## src/rtl/fft_fb_delay_pkg.sv

```systemverilog
package fft_fb_delay_pkg;

  typedef enum logic {
    SRC_SAMPLE = 1'b0,
    SRC_DIFF   = 1'b1
  } wsrc_e;

  // pointer width, at least one bit
  function automatic int ptr_bits(input int depth);
    return (depth > 1) ? $clog2(depth) : 1;
  endfunction

endpackage

```

## src/rtl/fft_fb_delay_ptr.sv

```systemverilog
module fft_fb_delay_ptr #(
  parameter int DEPTH = 32,
  parameter int PW    = 5
) (
  input  logic          clk,
  input  logic          rst_n,
  input  logic          adv,
  output logic [PW-1:0] ptr
);

  generate
    if (DEPTH == 1) begin : g_none
      assign ptr = '0;
    end else begin : g_cnt
      logic [PW-1:0] ptr_q, ptr_d;

      always_comb begin
        ptr_d = ptr_q;
        if (adv) begin
          if (ptr_q == PW'(DEPTH - 1)) ptr_d = '0;
          else                         ptr_d = ptr_q + 1'b1;
        end
      end

      always_ff @(posedge clk or negedge rst_n) begin
        if (!rst_n) ptr_q <= '0;
        else        ptr_q <= ptr_d;
      end

      assign ptr = ptr_q;
    end
  endgenerate

endmodule

```

## src/rtl/fft_fb_delay_fill.sv

```systemverilog
module fft_fb_delay_fill #(
  parameter int DEPTH = 32,
  parameter int FW    = 6
) (
  input  logic clk,
  input  logic rst_n,
  input  logic adv,
  output logic primed
);

  logic [FW-1:0] cnt_q, cnt_d;
  logic          full;

  assign full = (cnt_q == FW'(DEPTH));

  always_comb begin
    cnt_d = cnt_q;
    if (adv && !full) cnt_d = cnt_q + 1'b1;
  end

  always_ff @(posedge clk or negedge rst_n) begin
    if (!rst_n) cnt_q <= '0;
    else        cnt_q <= cnt_d;
  end

  assign primed = full;

endmodule

```

## src/rtl/fft_fb_delay_bank.sv

```systemverilog
module fft_fb_delay_bank #(
  parameter int DEPTH = 32,
  parameter int DW    = 32,
  parameter int PW    = 5
) (
  input  logic             clk,
  input  logic [DEPTH-1:0] wen,
  input  logic [DW-1:0]    wdata,
  input  logic [PW-1:0]    ptr,
  output logic [DW-1:0]    rdata
);

  logic [DW-1:0] mem [DEPTH];

  // storage is not reset; each entry loads only when its own enable is set
  generate
    for (genvar i = 0; i < DEPTH; i++) begin : g_ent
      always_ff @(posedge clk) begin
        if (wen[i]) mem[i] <= wdata;
      end
    end

    if (DEPTH == 1) begin : g_rd1
      assign rdata = mem[0];
    end else begin : g_rdn
      assign rdata = mem[ptr];
    end
  endgenerate

endmodule

```

## src/rtl/fft_fb_delay.sv

```systemverilog
module fft_fb_delay #(
  parameter int DEPTH = 32,
  parameter int W     = 16
) (
  input  logic         clk,
  input  logic         rst_n,
  input  logic         smp_vld,
  input  logic         src_sel,
  input  logic [W-1:0] smp_re,
  input  logic [W-1:0] smp_im,
  input  logic [W-1:0] dif_re,
  input  logic [W-1:0] dif_im,
  output logic [W-1:0] dout_re,
  output logic [W-1:0] dout_im,
  output logic         dout_vld
);
  import fft_fb_delay_pkg::*;

  localparam int PW = ptr_bits(DEPTH);
  localparam int FW = $clog2(DEPTH + 1);
  localparam int DW = 2 * W;

  // reset: asserted asynchronously, released on a clock edge
  logic [1:0] rst_q;
  logic       rst_s;

  always_ff @(posedge clk or negedge rst_n) begin
    if (!rst_n) rst_q <= 2'b00;
    else        rst_q <= {rst_q[0], 1'b1};
  end
  assign rst_s = rst_q[1];

  logic [PW-1:0]    ptr;
  logic             primed;
  logic [DEPTH-1:0] wen;
  logic [DW-1:0]    wdata, rdata;
  wsrc_e            wsrc;

  fft_fb_delay_ptr #(.DEPTH(DEPTH), .PW(PW)) u_ptr (
    .clk(clk), .rst_n(rst_s), .adv(smp_vld), .ptr(ptr)
  );

  fft_fb_delay_fill #(.DEPTH(DEPTH), .FW(FW)) u_fill (
    .clk(clk), .rst_n(rst_s), .adv(smp_vld), .primed(primed)
  );

  // one enable per entry, gated by the valid strobe
  always_comb begin
    for (int i = 0; i < DEPTH; i++) begin
      wen[i] = smp_vld && (ptr == PW'(i));
    end
  end

  assign wsrc  = wsrc_e'(src_sel);
  assign wdata = (wsrc == SRC_DIFF) ? {dif_re, dif_im} : {smp_re, smp_im};

  fft_fb_delay_bank #(.DEPTH(DEPTH), .DW(DW), .PW(PW)) u_bank (
    .clk(clk), .wen(wen), .wdata(wdata), .ptr(ptr), .rdata(rdata)
  );

  assign dout_re  = rdata[DW-1:W];
  assign dout_im  = rdata[W-1:0];
  assign dout_vld = primed && smp_vld;

endmodule

```

## config.mk

```make
export PLATFORM = sky130hd
export DESIGN_NAME = fft_fb_delay
export DESIGN_NICKNAME = d
export VERILOG_FILES = /design/src/rtl/fft_fb_delay_pkg.sv /design/src/rtl/fft_fb_delay_ptr.sv /design/src/rtl/fft_fb_delay_fill.sv /design/src/rtl/fft_fb_delay_bank.sv /design/src/rtl/fft_fb_delay.sv
export SDC_FILE = /design/constraint.sdc
export NUM_CORES = 1
export LEC_CHECK = 0
export BUFFER_PORTS_ARGS = -buffer_cell sky130_fd_sc_hd__buf_2
export CAP_MARGIN = 0
export CORE_ASPECT_RATIO = 2
export CORE_MARGIN = 2
export CORE_UTILIZATION = 40
export CTS_CLUSTER_DIAMETER = 50
export DETAILED_ROUTE_END_ITERATION = 7
export PLACE_DENSITY = 0.65
export SYNTH_ARGS = -nofsm -noshare
export SYNTH_HDL_FRONTEND = slang
export SYNTH_SLANG_ARGS = --single-unit
```

## constraint.sdc

```tcl
create_clock -name clk -period 1.85 [get_ports clk]
set_input_delay 0.185 -clock clk [delete_from_list [all_inputs] [get_ports clk]]
set_output_delay 0.185 -clock clk [all_outputs]
set_load 0.02 [all_outputs]
```

Word-level counts from Yosys, hierarchy flattened

Memories as Yosys holds them, arrays and structs flattened.
Cells that the tools add are included.

Bits in registers: 13
Logic and storage cells: 264
Input bits: 68
Memory bits (writable): 1024
Memories kept: 1

Memory list:

| name       | depth | bits a word | rd ports | clocked after memory_dff | write ports | line                    | source |
|---|---|---|---|---|---|---|---|
| u_bank.mem | 32    | 32          | 1        | 0                        | 1           | fft_fb_delay_bank.sv:13 | `logic [DW-1:0] mem [DEPTH];` |

Add/sub/neg operators: 2
Reduce and logical (&&, ||, !) cells: 67
Mux-type cells: 159
Equal/unequal tests: 32

Operators with widths:

| operator            | count |
|---|---|
| $mux 32             | 32 |
| $reduce_or 32->1    | 31 |
| $mux 5              | 32 |
| $mux 1              | 95 |
| $eq 5x5->1 const B  | 16 |
| $eq 5x4->1 const B  | 8 |
| $logic_and 1x1->1   | 34 |
| $eq 5x3->1 const B  | 4 |
| $eq 5x2->1 const B  | 2 |
| $add 6x1->6 const B | 1 |
| $eq 6x6->1 const B  | 1 |
| $add 5x1->5 const B | 1 |
| $eq 5x1->1 const B  | 1 |
| $logic_not 5->1     | 1 |
| $logic_not 1->1     | 1 |

Logic depth before layout (Yosys ltp)

Depth after elaboration: 36
Mapped depth: 8

Cells and area by module

A second synthesis with hierarchy kept.

Cell total of the unflattened synthesis: 2315
Area, all modules: 40865.4 um^2

Modules (own cells, without submodules):

| module            | instances | cells an instance | area an instance (um^2) |
|---|---|---|---|
| fft_fb_delay_bank | 1         | 2182              | 39636.8 |
| fft_fb_delay      | 1         | 87                | 669.4 |
| fft_fb_delay_fill | 1         | 26                | 311.5 |
| fft_fb_delay_ptr  | 1         | 20                | 247.7 |

Worst setup path after synthesis

OpenSTA, ideal clock, no wires.

Path kind: register to register
Start point: reg u_ptr.g_cnt.ptr_q[1] (netlist: u_ptr.ptr[1])
End point: mem u_bank.mem[17][0], enable pin
Stages on the path, launching flop included: 9
Path buffers: 4
Setup slack: -1334 ps
Period minus slack after synthesis: 3184 ps
Setup time: 421 ps
Arrival time: 2763 ps
Cells stage by stage: dfrtp_1 -> buf_4 -> buf_6 -> buf_6 -> buf_6 -> inv_1 -> ha_1 -> nand3_1 -> nor2_1

Elaborated cells on any way between the ends: 221

RTL lines:

| element                                                         | line                    | source |
|---|---|---|
| start: declaration                                              | fft_fb_delay_ptr.sv:15  | `logic [PW-1:0] ptr_q, ptr_d;` |
| start signal: assignment                                        | fft_fb_delay_ptr.sv:27  | `else ptr_q <= ptr_d;` |
| $eq 5x5->1 (*)                                                  | fft_fb_delay.sv:50      | `wen[i] = smp_vld && (ptr == PW'(i));` |
| $logic_and 1x1->1 (*)                                           | fft_fb_delay.sv:50      |  |
| via u_bank.wen[17]                                              | fft_fb_delay_bank.sv:7  | `input logic [DEPTH-1:0] wen,` |
| $mux 1 (*)                                                      | fft_fb_delay_bank.sv:19 | `if (wen[i]) mem[i] <= wdata;` |
| $mux 1 (not written as such) (*)                                | fft_fb_delay_bank.sv:19 |  |
| $reduce_or 32->1 (no line)                                      | -                       |  |
| $mux 5 (no line) / $mux 1 (equally long branches) (15 in a row) | -                       |  |
| end: declaration                                                | fft_fb_delay_bank.sv:13 |  |

Mark *: on every way through the listed nets, which the timed path passes. The rest lies on a longest branch.

Worst setup path in the final report

Start point: reg u_ptr.g_cnt.ptr_q[0] (netlist: u_ptr.ptr[0])
End point: out dout_re[4]

Word-level cells in the longest chain between the ends: 1

RTL lines:

| element          | line               | source |
|---|---|---|
| $mem_v2 32x32    | -                  |  |
| end: declaration | fft_fb_delay.sv:13 | `output logic [W-1:0] dout_re,` |

No other way between the ends.

==> results.sh <==
export IMPL_synth_cell_types=42
export IMPL_track_usage=0.220
export IMPL_fin_ws_ps=-1270
export IMPL_drc=0
export IMPL_synth_top_family_by_area="multiplexers"
export IMPL_place_ws_ps=-910
export IMPL_ys_async_sr_fraction=0.0125
export IMPL_yosys_warnings=0
export IMPL_power_density_mw_per_mm2=1460
export IMPL_grtUsageMet2=0.427
export IMPL_final_hold_viol_count=0
export IMPL_firstDrtPassIters=5
export IMPL_fp_dieW_um=229
export IMPL_antenna_found_initial=1
export IMPL_fin_skew_ps=26.2
export IMPL_io_buffers=100
export IMPL_avgSynthCellArea_um2=19.4
export IMPL_via_count=22100
export IMPL_cts_sinks=1037
export IMPL_hp_class="reg -> async"
export IMPL_period_needed_ps=3120
export IMPL_synth_fa_ha_area_frac=0.00248
export IMPL_insertion_delay_ps=670
export IMPL_path_clk_slew_ps=70
export IMPL_core_area_mm2=0.101
export IMPL_syn_nets=2156
export IMPL_die_h_um=454
export IMPL_synth_area_mux_share=0.141
export IMPL_syn_to_final_growth_pct=24.6
export IMPL_wl_per_cell_um=30.7
export IMPL_fin_nets=2535
export IMPL_dieArea_mm2=0.104
export IMPL_p_leak_nw=17.1
export IMPL_num_rows=165
export IMPL_synth_top_flop_cell="edfxtp_1"
export IMPL_initial_core_util=0.401
export IMPL_cp_max_fo=28
export IMPL_final_area_mm2=0.0504
export IMPL_tightest_slew_ps=912
export IMPL_critical_path_required_ps=1660
export IMPL_syn_area_mm2=0.0404
export IMPL_place_inst=3652
export IMPL_rsz0062_at_grt="true"
export IMPL_slew_headroom=0.392
export IMPL_ys_ff_latch=1037
export IMPL_violations="negative setup slack"
export IMPL_vdd_drop_max_mv=1.30
export IMPL_max_freq_mhz=321
export IMPL_grt_ovfl_total=0
export IMPL_drive_gt1_frac=0.340
export IMPL_period_share=1.69
export IMPL_utilization=0.500
export IMPL_cts_tree="yes"
export IMPL_io_pins=101
export IMPL_status="complete, but fails checks"
export IMPL_crit_type="reg -> out"
export IMPL_synth_compound_area_share=0.0462
export IMPL_final_common_cell="edfxtp_1"
export IMPL_stdcell_count=3860
export IMPL_syn_instance_count=2080
export IMPL_place_hpwl_mm=74.8
export IMPL_grt_start_max_net_pins=33
export IMPL_globalplace_congestion=0.860
export IMPL_use_met3=0.0287
export IMPL_rrSetupSlack_ps=-550
export IMPL_cp_arrival_ps=2930
export IMPL_top_usage_layer="met2"
export IMPL_cts_buffer_depth=3
export IMPL_cp_end_kind="output pin"
export IMPL_met1_usage=0.228
export IMPL_synth_edff_count=1024
export IMPL_yosys_area_share_simple=0.0191
export IMPL_final_max_slew_violation_count=0
export IMPL_root_buffer="clkbuf_16"
export IMPL_grt_pass1_wl_mm=162
export IMPL_placed_cell_area_mm2=0.0452
export IMPL_start_kind="register"
export IMPL_htreeDepth=3
export IMPL_hold_ws_ps=277
export IMPL_dr_first_iter_drc_count=2077
export IMPL_ys_seq_area_frac=0.768
export IMPL_routed_wl_mm=119
export IMPL_grt_pass1_vias=22600
export IMPL_drtAntennaViolNets=0
export IMPL_synth_xor_xnor_area_share=0.00108
export IMPL_cap_viol_max_count=0
export IMPL_final_cell_mix="1024 x edfxtp_1, 350 x mux2i_1, 164 x buf_4"
export IMPL_avgViaCountPerCell=5.73
export IMPL_numCtsBuffers=83
export IMPL_finalSetupViolations=1062
==> cells by family after synthesis <==
logic type      Yosys count
compound gates          281
other cells               1
mux                     471
buf+inv                 136
simple gates            141
xor+xnor                  5
fa+ha+maj                 8
flops                  1037
==> path summary, 6_finish.rpt <==
check | start | end | depth (start not counted)
worst min-delay path | rst_q[1]$_DFF_PN0_ | u_ptr.ptr[4]$_DFFE_PN0P_ | 0
worst min register to register | rst_q[1]$_DFF_PN0_ | u_ptr.ptr[4]$_DFFE_PN0P_ | 0
worst max-delay path | u_ptr.ptr[0]$_DFFE_PN0P_ | dout_re[4] | 8
max in group asynchronous | rst_q[1]$_DFF_PN0_ | u_ptr.ptr[3]$_DFFE_PN0P_ | 0
min in group clk | rst_q[0]$_DFF_PN0_ | rst_q[1]$_DFF_PN0_ | 0
worst max register to register | u_ptr.ptr[0]$_DFFE_PN0P_ | u_bank.mem[24][19]$_DFFE_PP_ | 12
==> sequential cells by signal, indices dropped and copies added (netlist names) <==
signal / flops
rst_q: 2
u_fill.cnt_q: 6
u_ptr.ptr: 5
u_bank.mem: 1024
==> cell usage after synthesis (all sizes together) (2+ instances only) <==
library cell / count / area share
edfxtp: 1024 / 0.76
mux2i: 362 / 0.090
o22ai: 127 / 0.020
buf: 89 / 0.017
mux4: 75 / 0.042
nor3: 56 / 0.0069
o21ai: 55 / 0.0068
a221oi: 53 / 0.012
clkbuf: 39 / 0.0039
nor2: 35 / 0.0032
mux2: 34 / 0.0095
a22oi: 21 / 0.0039
nor4: 15 / 0.0040
a21oi: 13 / 0.0016
dfrtp: 13 / 0.0080
nand2: 12 / 0.0011
a22o: 11 / 0.0024
ha: 8 / 0.0025
inv: 8 / 0.00074
and2: 5 / 0.00084
nand3: 5 / 0.00062
nand3b: 4 / 0.00074
xnor2: 3 / 0.00065
nand4: 2 / 0.00031
nor2b: 2 / 0.00031
or3b: 2 / 0.00043
xor2: 2 / 0.00043
==> repair_timing <==
action                      CTS  global route
setup endpoints to repair  1062          1062
pin swaps                    34            48
hold buffers                  3             0
gates resized for setup     214           135
cloned                       11            10
hold endpoints to repair      3             0
setup buffers                18            28
==> through the flow <==
stage	TNS [ps]	power [mW]
floorplan	-453710	41.1
global placement	-424220	50.9
finish	-446580	73.8
CTS	-449240	72.3
global route	-485070	76.0
detailed placement	-449460	51.2
==> critical path, cell delays in order (launching register included) <==
cell and delay, ps:
dfrtp_4 510, buf_12 150, or3b_4 470, buf_12 210, o22ai_2 180, nor3_1 70, buf_4 150, a22oi_2 310
buf_6 170
==> power by group <==
part,internal [mW],switching (mW)
clock network,9.73,8.27
logic,12.6,15.5
registers,27.3,0.417
total,49.6,24.2
==> final cells by class <==
type,count,area [um2]
Clock inverter,50,499
Clock buffer,99,2210
Tap cell,1336,1670
Timing Repair Buffer,422,5050
Fill cell,8091,50400
Inverter,8,41.3
Multi-Input combinational cell,907,9820
Antenna cell,1,2.50
Sequential cell,1037,31100
==> per-layer routing <==
layer,up-vias,share of wire
li1,9322,-
met1,11500,0.33
met2,978,0.55
met3,330,0.049
met4,0,0.063
met5,-,0
(Power assumes the default switching activity.)
